## src/rtl/fb_slot_pkg.sv

```systemverilog
package fb_slot_pkg;
  localparam int MAX_SLOTS = 3;
  localparam int SLOT_W    = 2;
  typedef logic [SLOT_W-1:0] slot_t;
  localparam int CTR_NUM   = 4;
  localparam int CTR_WR    = 0;
  localparam int CTR_DROP  = 1;
  localparam int CTR_REP   = 2;
  localparam int CTR_BRK   = 3;
endpackage

```

## src/rtl/fb_slot_pick.sv

```systemverilog
module fb_slot_pick
  import fb_slot_pkg::*;
#(
  parameter int N = MAX_SLOTS
) (
  input  logic          three,
  input  logic [N-1:0]  avoid,
  input  logic [N-1:0]  newest,
  output logic          found,
  output slot_t         slot,
  output logic          took_newest
);
  logic [N-1:0] in_range;
  logic [N-1:0] pref;
  logic [N-1:0] any_ok;

  for (genvar g = 0; g < N; g++) begin : g_elig
    if (g < 2) begin : g_low
      assign in_range[g] = 1'b1;
    end else begin : g_high
      assign in_range[g] = three;
    end
    assign any_ok[g] = in_range[g] & ~avoid[g];
    assign pref[g]   = any_ok[g] & ~newest[g];
  end

  always_comb begin
    found       = 1'b0;
    slot        = '0;
    took_newest = 1'b0;
    for (int i = N - 1; i >= 0; i--) begin
      if (any_ok[i] && !found) begin
        slot = slot_t'(i);
      end
    end
    for (int i = N - 1; i >= 0; i--) begin
      if (pref[i]) begin
        slot  = slot_t'(i);
        found = 1'b1;
      end
    end
    if (!found && |any_ok) begin
      found       = 1'b1;
      took_newest = 1'b1;
    end
  end
endmodule

```

## src/rtl/fb_slot_meta.sv

```systemverilog
module fb_slot_meta
  import fb_slot_pkg::*;
#(
  parameter int N = MAX_SLOTS,
  parameter int W = 38
) (
  input  logic         clk,
  input  logic         we,
  input  slot_t        waddr,
  input  logic [W-1:0] wdata,
  input  logic         re,
  input  slot_t        raddr,
  output logic [W-1:0] rdata
);
  logic [W-1:0] mem [N];

  always_ff @(posedge clk) begin
    if (we) mem[waddr] <= wdata;
    if (re) rdata <= mem[raddr];
  end
endmodule

```

## src/rtl/fb_sat_ctr.sv

```systemverilog
module fb_sat_ctr #(
  parameter int W = 32
) (
  input  logic         clk,
  input  logic         rst,
  input  logic         clr,
  input  logic         inc,
  output logic [W-1:0] q
);
  always_ff @(posedge clk) begin
    if (rst || clr)       q <= '0;
    else if (inc && ~&q)  q <= q + 1'b1;
  end
endmodule

```

## src/rtl/fb_slot_mgr.sv

```systemverilog
module fb_slot_mgr
  import fb_slot_pkg::*;
#(
  parameter int                ADDR_W      = 32,
  parameter logic [ADDR_W-1:0] BASE_ADDR   = '0,
  parameter logic [ADDR_W-1:0] SLOT_STRIDE = 32'h0100_0000,
  parameter bit                TRIPLE      = 1'b1,
  parameter bit                DROP_BROKEN = 1'b1,
  parameter int                DIM_W       = 15,
  parameter int                AUX_W       = 8,
  parameter int                CNT_W       = 32
) (
  input  logic              clk,
  input  logic              rst,
  input  logic              out_en,
  input  logic              cnt_clr,
  input  logic              wr_req,
  input  logic              wr_interlaced,
  input  logic              wr_done,
  input  logic              wr_broken,
  input  logic [DIM_W-1:0]  wr_width,
  input  logic [DIM_W-1:0]  wr_height,
  input  logic [AUX_W-1:0]  wr_aux,
  output logic              wr_grant,
  output logic [1:0]        wr_slot,
  output logic [ADDR_W-1:0] wr_base,
  input  logic              rd_req,
  output logic              rd_grant,
  output logic              rd_valid,
  output logic              rd_repeat,
  output logic [1:0]        rd_slot,
  output logic [ADDR_W-1:0] rd_base,
  output logic [DIM_W-1:0]  rd_width,
  output logic [DIM_W-1:0]  rd_height,
  output logic [AUX_W-1:0]  rd_aux,
  output logic [CNT_W-1:0]  cnt_written,
  output logic [CNT_W-1:0]  cnt_dropped,
  output logic [CNT_W-1:0]  cnt_repeated,
  output logic [CNT_W-1:0]  cnt_broken
);
  localparam int META_W = 2 * DIM_W + AUX_W;

  // slot ownership state
  logic  wr_busy, wr_pend, pend_il, wr_ilace_q;
  slot_t wslot;
  logic  lat_vld, lat_unread;
  slot_t lslot;
  logic  rd_hold;
  slot_t rslot;

  // writer allocation
  logic                 cur_il, use_three, req_any;
  logic [MAX_SLOTS-1:0] avoid_m, newest_m;
  logic                 p_found, p_newest, do_grant;
  slot_t                p_slot;

  assign cur_il    = wr_req ? wr_interlaced : pend_il;
  assign use_three = TRIPLE && !cur_il;
  assign req_any   = (wr_req || wr_pend) && !wr_busy;

  always_comb begin
    avoid_m  = '0;
    newest_m = '0;
    if (rd_hold) avoid_m[rslot]  = 1'b1;
    if (lat_vld) newest_m[lslot] = 1'b1;
  end

  fb_slot_pick #(.N(MAX_SLOTS)) u_pick (
    .three       (use_three),
    .avoid       (avoid_m),
    .newest      (newest_m),
    .found       (p_found),
    .slot        (p_slot),
    .took_newest (p_newest)
  );

  assign do_grant = req_any && p_found && !rd_req;

  // reader decision
  logic  rd_take, rd_rep;
  slot_t rd_sel;
  assign rd_take = rd_req && out_en && lat_vld && lat_unread;
  assign rd_rep  = rd_req && out_en && !rd_take && rd_hold;
  assign rd_sel  = rd_take ? lslot : rslot;

  // completion
  logic done_ok, done_brk, drop_done, drop_grant;
  assign done_ok    = wr_done && wr_busy && !(wr_broken && DROP_BROKEN);
  assign done_brk   = wr_done && wr_busy && wr_broken;
  assign drop_done  = done_ok && lat_vld && lat_unread && !rd_take;
  assign drop_grant = do_grant && p_newest && lat_unread;

  always_ff @(posedge clk) begin
    if (rst) begin
      wr_busy    <= 1'b0;
      wr_pend    <= 1'b0;
      pend_il    <= 1'b0;
      wr_ilace_q <= 1'b0;
      wslot      <= '0;
      lat_vld    <= 1'b0;
      lat_unread <= 1'b0;
      lslot      <= '0;
      rd_hold    <= 1'b0;
      rslot      <= '0;
      wr_grant   <= 1'b0;
      wr_slot    <= '0;
      wr_base    <= '0;
      rd_grant   <= 1'b0;
      rd_valid   <= 1'b0;
      rd_repeat  <= 1'b0;
      rd_slot    <= '0;
      rd_base    <= '0;
    end else begin
      wr_grant <= do_grant;
      if (do_grant) begin
        wr_busy    <= 1'b1;
        wslot      <= p_slot;
        wr_slot    <= p_slot;
        wr_base    <= BASE_ADDR + SLOT_STRIDE * ADDR_W'(p_slot);
        wr_pend    <= 1'b0;
        wr_ilace_q <= cur_il;
        if (p_newest) begin
          lat_vld    <= 1'b0;
          lat_unread <= 1'b0;
        end
      end else if (wr_req && !wr_busy) begin
        wr_pend <= 1'b1;
        pend_il <= wr_interlaced;
      end

      rd_grant  <= rd_req;
      rd_valid  <= rd_take || rd_rep;
      rd_repeat <= rd_rep;
      if (rd_take || rd_rep) begin
        rd_slot <= rd_sel;
        rd_base <= BASE_ADDR + SLOT_STRIDE * ADDR_W'(rd_sel);
      end
      if (rd_take) begin
        rd_hold    <= 1'b1;
        rslot      <= lslot;
        lat_unread <= 1'b0;
      end

      if (wr_done && wr_busy) begin
        wr_busy <= 1'b0;
        if (done_ok) begin
          lat_vld    <= 1'b1;
          lat_unread <= 1'b1;
          lslot      <= wslot;
        end
      end
    end
  end

  // per-slot frame description
  logic [META_W-1:0] meta_q;
  fb_slot_meta #(.N(MAX_SLOTS), .W(META_W)) u_meta (
    .clk   (clk),
    .we    (done_ok),
    .waddr (wslot),
    .wdata ({wr_width, wr_height, wr_aux}),
    .re    (rd_take || rd_rep),
    .raddr (rd_sel),
    .rdata (meta_q)
  );
  assign {rd_width, rd_height, rd_aux} = meta_q;

  // statistics
  logic [CTR_NUM-1:0] ctr_inc;
  logic [CNT_W-1:0]   ctr_q [CTR_NUM];
  assign ctr_inc[CTR_WR]   = done_ok;
  assign ctr_inc[CTR_DROP] = drop_done || drop_grant;
  assign ctr_inc[CTR_REP]  = rd_rep;
  assign ctr_inc[CTR_BRK]  = done_brk;

  for (genvar c = 0; c < CTR_NUM; c++) begin : g_ctr
    fb_sat_ctr #(.W(CNT_W)) u_ctr (
      .clk (clk),
      .rst (rst),
      .clr (cnt_clr),
      .inc (ctr_inc[c]),
      .q   (ctr_q[c])
    );
  end

  assign cnt_written  = ctr_q[CTR_WR];
  assign cnt_dropped  = ctr_q[CTR_DROP];
  assign cnt_repeated = ctr_q[CTR_REP];
  assign cnt_broken   = ctr_q[CTR_BRK];
endmodule

```

## config.mk

```make
export PLATFORM = sky130hd
export DESIGN_NAME = fb_slot_mgr
export DESIGN_NICKNAME = d
export VERILOG_FILES = /design/src/rtl/fb_slot_pkg.sv /design/src/rtl/fb_slot_pick.sv /design/src/rtl/fb_slot_meta.sv /design/src/rtl/fb_sat_ctr.sv /design/src/rtl/fb_slot_mgr.sv
export SDC_FILE = /design/constraint.sdc
export NUM_CORES = 1
export LEC_CHECK = 0
export BUFFER_PORTS_ARGS = -buffer_cell sky130_fd_sc_hd__buf_4
export CORE_MARGIN = 1.5
export CORE_UTILIZATION = 49
export CTS_CLUSTER_DIAMETER = 30
export CTS_CLUSTER_SIZE = 24
export DETAILED_ROUTE_END_ITERATION = 6
export GPL_ROUTABILITY_DRIVEN = 0
export PLACE_DENSITY = 0.76
export REMOVE_ABC_BUFFERS = 1
export SLEW_MARGIN = 20
export SYNTH_ARGS = -nofsm -noshare
export SYNTH_HDL_FRONTEND = slang
export SYNTH_SLANG_ARGS = --single-unit
```

## constraint.sdc

```tcl
create_clock -name clk -period 5.9 [get_ports clk]
set_clock_uncertainty 0.1 [all_clocks]
set_input_delay 1.77 -clock clk [delete_from_list [all_inputs] [get_ports clk]]
set_output_delay 1.77 -clock clk [all_outputs]
set_load 0.01 [all_outputs]
```

==> results_dict.tcl, run 1 <==
set metrics [dict create \
    status "finished clean" \
    syn2layout_area_growth_pct 29.05 \
    cts_root_buf "clkbuf_16" \
    htree_num_levels 2 \
    cts_max_path_buffers 3 \
    vias 9364 \
    syn_avg_cell_area_um2 11.00 \
    wl_per_cell_um 16.28 \
    diodes 0 \
    top_usage_layer "met2" \
    routed_wl_um 28790 \
    grt_pass1_wl_um 44620 \
    holdWs_ps 398.2 \
    drtIter0Drc 579 \
    worstHoldPathCells 2 \
    tritoncts "built" \
    cp.arrival_ps 3950 \
    required_ps 6260 \
    fin_cells 1769 \
    ir_drop_mv 0.2421 \
    synthDistinctLibCells 55 \
    reg2reg_depth 6 \
    setup_violations 0 \
    synth_area_um2 12630 \
    drc 0 \
    max_cap_viol_count 0 \
    chipHeight_um 163.6 \
    start_kind "input pin" \
    fillers 1964 \
    numClockSinks 298 \
    grtUsageMet3_pct 6.094 \
    layout_worst_path_cycle_share_pct 60.76 \
    path_depth 7 \
    hold_path_end "g_ctr[2].u_ctr.q[1]" \
    start_util_pct 50.03 \
    path_buf_inv 1 \
    synth_seq_area_share_pct 59.26 \
    gr-total-overflow 0 \
    ys_seq_elements 298 \
    dp_hpwl_um 18350 \
    grt_pass1_vias 8691 \
    via_per_inst 5.293 \
    grtUsageMet1_pct 26.56 \
    track_usage_pct 20.88 \
    crit_fanout 23 \
    yosysWarnings 0 \
    finalMaxSlewViolations 0 \
    io_buffers 224 \
    placed_cell_area_um2 14410 \
    fmax_mhz 278.9 \
    min_path_type "reg -> reg" \
    dieArea_um2 26760 \
    slowest_stage "nor2_1" \
    synth-edff-count 152 \
    cts_made_buffers 57 \
    io_pins 285 \
    grt_use_met2_pct 34.59 \
    ys.flop_type "edfxtp_1" \
    max_slew.worst_pin.slew_ps 1027 \
    cts_hold_buf 0 \
    hp-start "g_ctr[2].u_ctr.q[1]" \
    r2r_end "g_ctr[1].u_ctr.q[20]" \
    slew_headroom_pct 31.54 \
    drive_gt1_share_pct 24.32 \
    fp-row-count 58 \
    clk_latency_ps 550 \
    core_um2 25250 \
    critPathMaxStageDelay_ps 630 \
    leakagePower_nw 6.321 \
    crit_start "wr_done" \
    cts_setup_buffers 0 \
    antenna_found_initial 0 \
    rsz0062_at_grt "no" \
    firstDrtPassIters 4 \
    syn_inst 1149 \
    reg2reg_slack_ps 3150 \
    final_area_um2 16300 \
    clkTransAtPathRegs_ps 50 \
    cts_resized 0 \
    crit_family "simple AND/OR/NAND/NOR gates" \
    hold_violations 0 \
    nNetsFinal 1444 \
    crit_path_end_kind "flip-flop" \
    die_w_um 163.6 \
    criticalPathCategory "in -> reg" \
    ys_async_sr_fraction_pct 0 \
    grt_max_degree 90 \
    rr_startpoint "wr_busy" \
    powerDensity_nw_per_um2 331.1 \
    crit_chain "buf_4 > nand2_1 > nor2_1 > a32o_2 > nand2_2 > or4_1 > a21oi_1" \
    min_period_ps 3585 \
    dp_cells 1664 \
    antenna_left 0 \
]
==> cells in the mapped netlist, types with 12 or more instances <==
cell,number,area (um2)
nor2_1,167,626.9
edfxtp_1,152,4564
dfxtp_1,146,2923
a21oi_1,74,370.4
buf_4,65,488.0
xor2_1,65,569.3
nand3_1,55,275.3
nand4_1,53,331.6
nand2_1,52,195.2
mux2i_1,44,440.4
xnor2_1,32,280.3
clkbuf_1,31,116.4
and3_1,23,143.9
o21ai_0,23,115.1
or3_1,22,137.6
nor3_1,16,80.08
and4_1,15,131.4
and2_1,14,87.58
inv_1,12,45.04
==> sequential cells by signal, summed over array words and instances (netlist names), 2 cells and up <==
register       count
g_ctr.u_ctr.q    128
lslot              2
rd_slot            2
rslot              2
u_meta.mem       114
u_meta.rdata      38
wslot              2
==> worst max path at each step <==
stage	endpoint	slack [ps]
6_report	g_ctr[1].u_ctr.q[20]	2310
5_1_grt	g_ctr[1].u_ctr.q[20]	2170
4_1_cts	g_ctr[1].u_ctr.q[20]	2340
3_5_place_dp	g_ctr[1].u_ctr.q[20]	1770
3_3_place_gp	g_ctr[1].u_ctr.q[20]	1840
2_1_floorplan	u_meta.rdata[0]	-60
==> report_power, final <==
part | internal (mW) | switching, mW
Clock | 2.03 | 1.09
Sequential | 2.18 | 0.00377
Combinational | 0.0304 | 0.0629
==> cell usage in the layout (no fill, tap or decap), types with 3 or more instances in the layout <==
| master | Yosys | routed |
|---|---|---|
| xor2_1 | 65 | 65 |
| a211oi_1 | 5 | 5 |
| bufinv_16 | 0 | 5 |
| clkbuf_16 | 0 | 57 |
| or3_1 | 22 | 22 |
| clkinv_4 | 0 | 4 |
| a21oi_1 | 74 | 74 |
| and4_1 | 15 | 15 |
| clkinv_1 | 0 | 5 |
| buf_4 | 65 | 232 |
| nand3_1 | 55 | 55 |
| o211ai_1 | 3 | 3 |
| ha_1 | 4 | 4 |
| o31ai_1 | 6 | 6 |
| nor2b_1 | 6 | 6 |
| nand2_1 | 52 | 52 |
| clkbuf_1 | 31 | 4 |
| mux2i_1 | 44 | 42 |
| dfxtp_1 | 146 | 146 |
| or4_1 | 9 | 9 |
| nor3_1 | 16 | 15 |
| clkinvlp_4 | 0 | 4 |
| and2_1 | 14 | 14 |
| xnor2_1 | 32 | 32 |
| o21ai_0 | 23 | 23 |
| inv_1 | 12 | 12 |
| clkinv_2 | 0 | 10 |
| nor2_1 | 167 | 167 |
| nor4_1 | 5 | 5 |
| inv_6 | 0 | 11 |
| or2_2 | 6 | 5 |
| conb_1 | 1 | 60 |
| nand4_1 | 53 | 53 |
| edfxtp_1 | 152 | 152 |
| and3_1 | 23 | 23 |
| nor4b_1 | 3 | 3 |
==> layout make-up <==
type                            count  area, um2  share of cell area [%]
Tap cell                          330      412.9                   2.532
Inverter                           12      45.04                  0.2763
Clock buffer                       63       1469                   9.009
Multi-Input combinational cell    792       4725                   28.98
Clock inverter                     42      424.2                   2.601
Timing Repair Buffer              232       1742                   10.68
Sequential cell                   298       7487                   45.92
==> per-layer routing <==
metal	share of wire [%]	wire, um
met5	0	0
met4	1.6	449
met3	7.9	2271
met2	48	13860
met1	42	12210
==> worst min-delay path, cell delays in order (launching register included) <==
cell     delay [ps]
dfxtp_1         330
nand2_1          70
a21oi_1          60
==> kinds of logic after synthesis <==
group,count (synthesis),synth area share [%]
other cells,1,0.02968
simple gates,465,19.04
mux,45,3.575
buf+inv,118,5.575
flops,298,59.26
fa+ha+maj,4,0.3961
compound gates,121,5.397
xor+xnor,97,6.724
==> stage by stage <==
| step | utilization, % | worst slack, ps | TNS [ps] | total power [mW] |
|---|---|---|---|---|
| after CTS | 64.54 | 2338 | 0 | 5.444 |
| after global placement | 57.04 | 1839 | 0 | 2.316 |
| after global routing | 64.56 | 2172 | 0 | 5.568 |
| final | 64.56 | 2315 | 0 | 5.399 |
| after detailed placement | 57.04 | 1775 | 0 | 2.318 |
| after floorplan | - | -60.74 | -2308 | 2.268 |
No activity file was read; power rests on OpenSTA's default activity.
==> run 2, diff against run 1 <==
ABC_AREA = 1   (was unset)
CORE_UTILIZATION = 56   (was 49)
PLACE_DENSITY = 0.81   (was 0.76)
clock period = 3.6 ns   (was 5.9 ns; I/O delays follow)
==> run 2 against run 1 <==
Effect of this change:
- the flow now finishes with violations (DRC)
- largest cell class unchanged
- sequential share of layout area decreased by 5.4 points
- sequential power increased by 64%
- highest routed layer unchanged
- largest power group unchanged
- wire length increased by 32%
- synthesized area increased by 18%
- critical path depth decreased by 6
- count of clock-buffer cells in the layout increased by 1
- final cell count increased by 39%
- power increased by 65%
- clock power increased by 65%
- critical path type is now reg -> out
- die area increased by 3.6%
- first-iteration DRC count increased by 99%
==> results_dict.tcl, run 2 <==
set metrics [dict create \
    status "finished with violations" \
    violations "DRC" \
    grt_use_met2_pct 47.46 \
    start_util_pct 57.29 \
    dp_hpwl_um 24810 \
    largest_reg_flops 128 \
    cts_resized 0 \
    die_w_um 166.5 \
    layout_worst_path_cycle_share_pct 68.33 \
    drc 26 \
    syn2layout_area_growth_pct 23.32 \
    ys_seq_elements 298 \
    cts_made_buffers 53 \
    nNetsFinal 2123 \
    io_buffers 224 \
    yosysTopAreaCellShare_pct 30.49 \
    top_usage_layer "met2" \
    wl_per_cell_um 15.55 \
    r2r_end "g_ctr[1].u_ctr.q[17]" \
    io_pins 285 \
    top_register "g_ctr.u_ctr.q" \
    crit_fanout 6 \
    grtUsageMet3_pct 5.418 \
    tritoncts "built" \
    path_buf_inv 1 \
    powerDensity_nw_per_um2 483.2 \
    dp_cells 2352 \
    antenna_found_initial 2 \
    cts_hold_buf 0 \
    synth_area_leaders "edfxtp_1 30%, dfxtp_1 20%, nand2_1 15%" \
    synth_seq_area_share_pct 50.01 \
    synth_area_um2 14970 \
    clkTransAtPathRegs_ps 50 \
    min_period_ps 2460 \
    hold_path_end "pend_il" \
    worstHoldPathCells 2 \
    leakagePower_nw 6.879 \
    crit_start "wslot[1]" \
    grt_pass1_wl_um 61330 \
    crit_chain "buf_4" \
    crit_path_end_kind "primary output" \
    reg_top3 "g_ctr.u_ctr.q: 128 flops, u_meta.mem: 114 flops, u_meta.rdata: 38 flops" \
    ir_drop_mv 0.4260 \
    grt_max_degree 82 \
    synth.most_common_cell "nand2_1" \
    antenna_left 0 \
    synth-edff-count 152 \
    cts_root_buf "clkbuf_16" \
    vias 13120 \
    max_slew.worst_pin.slew_ps 755.3 \
    clk_latency_ps 560 \
    gr-total-overflow 0 \
    slew_headroom_pct 49.57 \
    slowest_stage "dfxtp_1" \
    max_cap_viol_count 0 \
    finalMaxSlewViolations 0 \
    cp.arrival_ps 1280 \
    min_path_type "reg -> reg" \
    synthDistinctLibCells 38 \
    via_per_inst 5.349 \
    yosys.area.top_type "edfxtp_1" \
    grtUsageMet1_pct 33.13 \
    ys_async_sr_fraction_pct 0 \
    chipHeight_um 166.5 \
    core_um2 26130 \
    hp-start "pend_il" \
    final_cell_mix "590 x nand2_1, 248 x nor2_1, 232 x buf_4, 152 x edfxtp_1, 146 x dfxtp_1" \
    reg2reg_slack_ps 1150 \
    hold_violations 0 \
    numClockSinks 298 \
    htree_num_levels 2 \
    dieArea_um2 27730 \
    required_ps 2420 \
    syn_inst 1841 \
    crit_family "flip-flops" \
    rr_startpoint "g_ctr[1].u_ctr.q[0]" \
    synthTopCellsByCount "591 x nand2_1, 251 x nor2_1, 152 x edfxtp_1" \
    fp-row-count 59 \
    firstDrtPassIters 7 \
    rsz0062_at_grt "no" \
    critPathMaxStageDelay_ps 530 \
    drtIter0Drc 1150 \
    syn_avg_cell_area_um2 8.132 \
    tns_ps 0 \
    ys.flop_type "edfxtp_1" \
    cts_max_path_buffers 3 \
    fin_cells 2453 \
    final_common_cell "nand2_1" \
    yosysWarnings 0 \
    setup_violations 0 \
    reg2reg_depth 11 \
    fmax_mhz 406.5 \
    drive_gt1_share_pct 20.27 \
    grt_pass1_vias 12290 \
    routed_wl_um 38140 \
    start_kind "flip-flop" \
    criticalPathCategory "reg -> out" \
    cts_setup_buffers 0 \
    track_usage_pct 27.03 \
]
[run 2: changes by cell type after synthesis, moves of 24 or more]
cell and delta:
a21oi_2 +25, a31oi_1 +36, inv_1 +96, mux2i_1 -44
nand2_1 +539, nand2_2 +24, nand3_1 +48, nand4_1 -39
nor2_1 +84, xor2_1 -27
[run 2: logic make-up (layout without fill, tap and decap cells)]
| kind of cell | count (synthesis) | count (layout) | synth area share (%) |
|---|---|---|---|
| DFF | 298 | 298 | 50.01 |
| AOI/OAI and AO/OA | 180 | 180 | 7.020 |
| other | 1 | 62 | 0.02505 |
| adders and majority gates | 4 | 4 | 0.3343 |
| xor gates and xnor gates | 58 | 58 | 3.393 |
| and+or+nand+nor | 1064 | 1064 | 30.61 |
| buffers and inverters | 236 | 452 | 8.608 |
[run 2: cell type report]
class / count / area, um2
Sequential cell: 298 / 7487
Tap cell: 335 / 419.2
Clock inverter: 35 / 456.7
Fill cell: 1975 / 7669
Antenna cell: 2 / 5.005
Multi-Input combinational cell: 1366 / 6450
Clock buffer: 64 / 1408
Inverter: 119 / 456.7
Timing Repair Buffer: 234 / 1782
[run 2: through the flow]
step | area [um2] | hold slack [ps] | utilization (%) | setup WS [ps] | power (mW)
floorplan | 14360 | 328.7 | - | -1204 | 3.751
global placement | 16590 | 343.0 | 63.50 | 838.4 | 3.837
detailed placement | 16590 | 352.4 | 63.50 | 763.3 | 3.844
CTS | 18460 | 384.9 | 70.64 | 1117 | 8.967
global route | 18460 | 404.6 | 70.66 | 913.1 | 9.142
finish | 18460 | 381.2 | 70.66 | 1140 | 8.922
[run 2: worst max path at each step]
stage                                 to  cells past startpoint
finish                       wr_base[25]                      1
global placement       u_meta.mem[2][34]                      8
floorplan               u_meta.mem[1][0]                      4
global route        g_ctr[1].u_ctr.q[14]                     11
CTS                          wr_base[25]                      1
detailed placement      u_meta.rdata[17]                      9
[run 2: power breakdown]
part / switching [mW] / internal (mW)
clock: 1.75 / 3.39
combinational: 0.134 / 0.0572
sequential: 0.00866 / 3.58
[run 2: routing by layer]
| layer | part of all wire (%) | up-vias |
|---|---|---|
| li1 | - | 6361 |
| met4 | 3.0 | 0 |
| met1 | 40 | 6104 |
| met2 | 49 | 566 |
| met3 | 7.8 | 89 |
| met5 | 0 | - |
==> run 3, diff against run 2 <==
CORE_UTILIZATION = 51   (was 56)
PLACE_DENSITY = 0.77   (was 0.81)
clock period = 2.1 ns   (was 3.6 ns; I/O delays follow)
==> run 3 against run 2 <==
Effect of this change:
- setup slack worse by 1100 ps
- power is 100% higher
- the flow now finishes without violations
- wire length is 5.8% higher
- via count is 4.3% higher
- flip-flop and latch count stayed put
- utilization is 1.0 points lower
- global-route usage is 0.89 points lower
- die area is 9.6% higher
- sequential power is 72% higher
- critical path depth stayed put
- critical path type unchanged
- register-to-register slack worse by 1000 ps
- non-clock buffer count is 94 higher
==> results_dict.tcl, run 3 (same netlist as run 2, synthesis figures left out) <==
set metrics [dict create \
    status "finished clean" \
    grt_pass1_vias 13030 \
    min_period_ps 2052 \
    max_cap_viol_count 0 \
    reg_top3 "g_ctr.u_ctr.q: 128 flops, u_meta.mem: 114 flops, u_meta.rdata: 38 flops" \
    drive_gt1_share_pct 24.81 \
    required_ps 1370 \
    ir_drop_mv 0.5514 \
    leakagePower_nw 7.722 \
    final_common_cell "nand2_1" \
    syn2layout_area_growth_pct 33.88 \
    io_buffers 224 \
    cts_max_path_buffers 3 \
    htree_num_levels 3 \
    firstDrtPassIters 6 \
    layout_worst_path_cycle_share_pct 97.71 \
    chipHeight_um 174.3 \
    cts_setup_buffers 0 \
    dieArea_um2 30390 \
    largest_reg_flops 128 \
    cp.arrival_ps 1320 \
    reg2reg_slack_ps 150 \
    reg2reg_depth 10 \
    drtIter0Drc 914 \
    die_w_um 174.3 \
    clkTransAtPathRegs_ps 50 \
    hp-start "wr_width[9]" \
    grt_pass1_wl_um 64250 \
    worstHoldPathCells 1 \
    rr_startpoint "g_ctr[0].u_ctr.q[1]" \
    tns_ps 0 \
    nNetsFinal 2231 \
    grt_max_degree 70 \
    routed_wl_um 40340 \
    setup_violations 0 \
    drc 0 \
    dp_hpwl_um 27280 \
    min_path_type "in -> reg" \
    vias 13690 \
    numClockSinks 298 \
    crit_path_end_kind "primary output" \
    clk_latency_ps 570 \
    criticalPathCategory "reg -> out" \
    cts_root_buf "clkbuf_16" \
    io_pins 285 \
    fillers 2218 \
    hold_path_end "u_meta.mem[0][32]" \
    r2r_end "g_ctr[0].u_ctr.q[25]" \
    cts_resized 0 \
    finalMaxSlewViolations 0 \
    tritoncts "built" \
    start_kind "flip-flop" \
    path_buf_inv 1 \
    antenna_left 0 \
    fin_util_pct 69.65 \
    fmax_mhz 487.4 \
    crit_fanout 6 \
    dp_cells 2495 \
    fin_cells 2619 \
    hold_violations 0 \
    wl_per_cell_um 15.40 \
    gr-total-overflow 0 \
    via_per_inst 5.225 \
    fp-row-count 62 \
    start_util_pct 52.02 \
    cts_hold_buf 0 \
    crit_family "flip-flops" \
    rsz0062_at_grt "yes" \
    final_cell_mix "590 x nand2_1, 313 x buf_4, 248 x nor2_1, 152 x edfxtp_1, 145 x dfxtp_1" \
    cts_made_buffers 67 \
    crit_chain "buf_4" \
    top_register "g_ctr.u_ctr.q" \
    critPathMaxStageDelay_ps 580 \
    antenna_found_initial 1 \
    powerDensity_nw_per_um2 893.6 \
    core_um2 28780 \
    slowest_stage "dfxtp_1" \
    track_usage_pct 26.15 \
]
[run 3: changes by cell type in the layout (fill, tap and decap cells not counted), moves of 6 or more]
| cell | delta |
|---|---|
| buf_4 | +81 |
| clkbuf_16 | +14 |
| buf_12 | +11 |
| bufinv_16 | +6 |
| clkbuf_1 | -6 |
[run 3: power breakdown]
group	internal (mW)	switching [mW]	leakage, nW	total (mW)
Combinational	0.118	0.238	3.97	0.356
Sequential	6.15	0.0142	2.55	6.16
Clock	7.79	3.60	1.20	11.4
Total	14.1	3.86	7.72	17.9
[run 3: final cells by class]
| class | count | area [um2] | share of cell area [%] |
|---|---|---|---|
| clock inverters | 51 | 794.5 | 3.964 |
| well taps | 384 | 480.5 | 2.397 |
| clock buffers | 71 | 1722 | 8.589 |
| flip-flops and latches | 298 | 7488 | 37.36 |
| repair buffers | 328 | 2633 | 13.13 |
| inverters | 119 | 456.7 | 2.278 |
| multi-input cells | 1366 | 6465 | 32.25 |
| diodes | 2 | 5.005 | 0.02497 |
[run 3: per-layer routing]
metal / vias up / global-route usage [%] / part of all wire, %
li1: 6575 / - / -
met1: 6439 / 32.34 / 41
met2: 572 / 44.39 / 48
met3: 99 / 5.315 / 7.5
met4: 0 / 11.06 / 3.1
met5: - / 0 / 0
[run 3: stage by stage]
stage | setup WS [ps] | hold WS (ps) | instance area [um2] | total power, mW
floorplan | -2254 | 328.7 | 14360 | 6.431
global placement | -77.37 | 341.6 | 17500 | 6.607
detailed placement | -235.0 | 362.5 | 17500 | 6.620
CTS | 39.63 | 130.8 | 20020 | 18.06
global route | -8.153 | 129.2 | 20040 | 18.38
finish | 48.17 | 156.1 | 20040 | 17.91
[run 3: worst max path at each step]
stage                                   start                   end  slack [ps]  cells after the start
after global routing      g_ctr[0].u_ctr.q[1]  g_ctr[0].u_ctr.q[29]          -8                     10
after floorplan                       wr_done      u_meta.mem[1][0]       -2250                      4
after CTS                            wslot[1]           wr_base[25]          40                      1
after global placement                 rd_req      u_meta.rdata[20]         -80                      8
after detailed placement               rd_req      u_meta.rdata[28]        -240                      8
final                                wslot[1]           wr_base[25]          50                      1
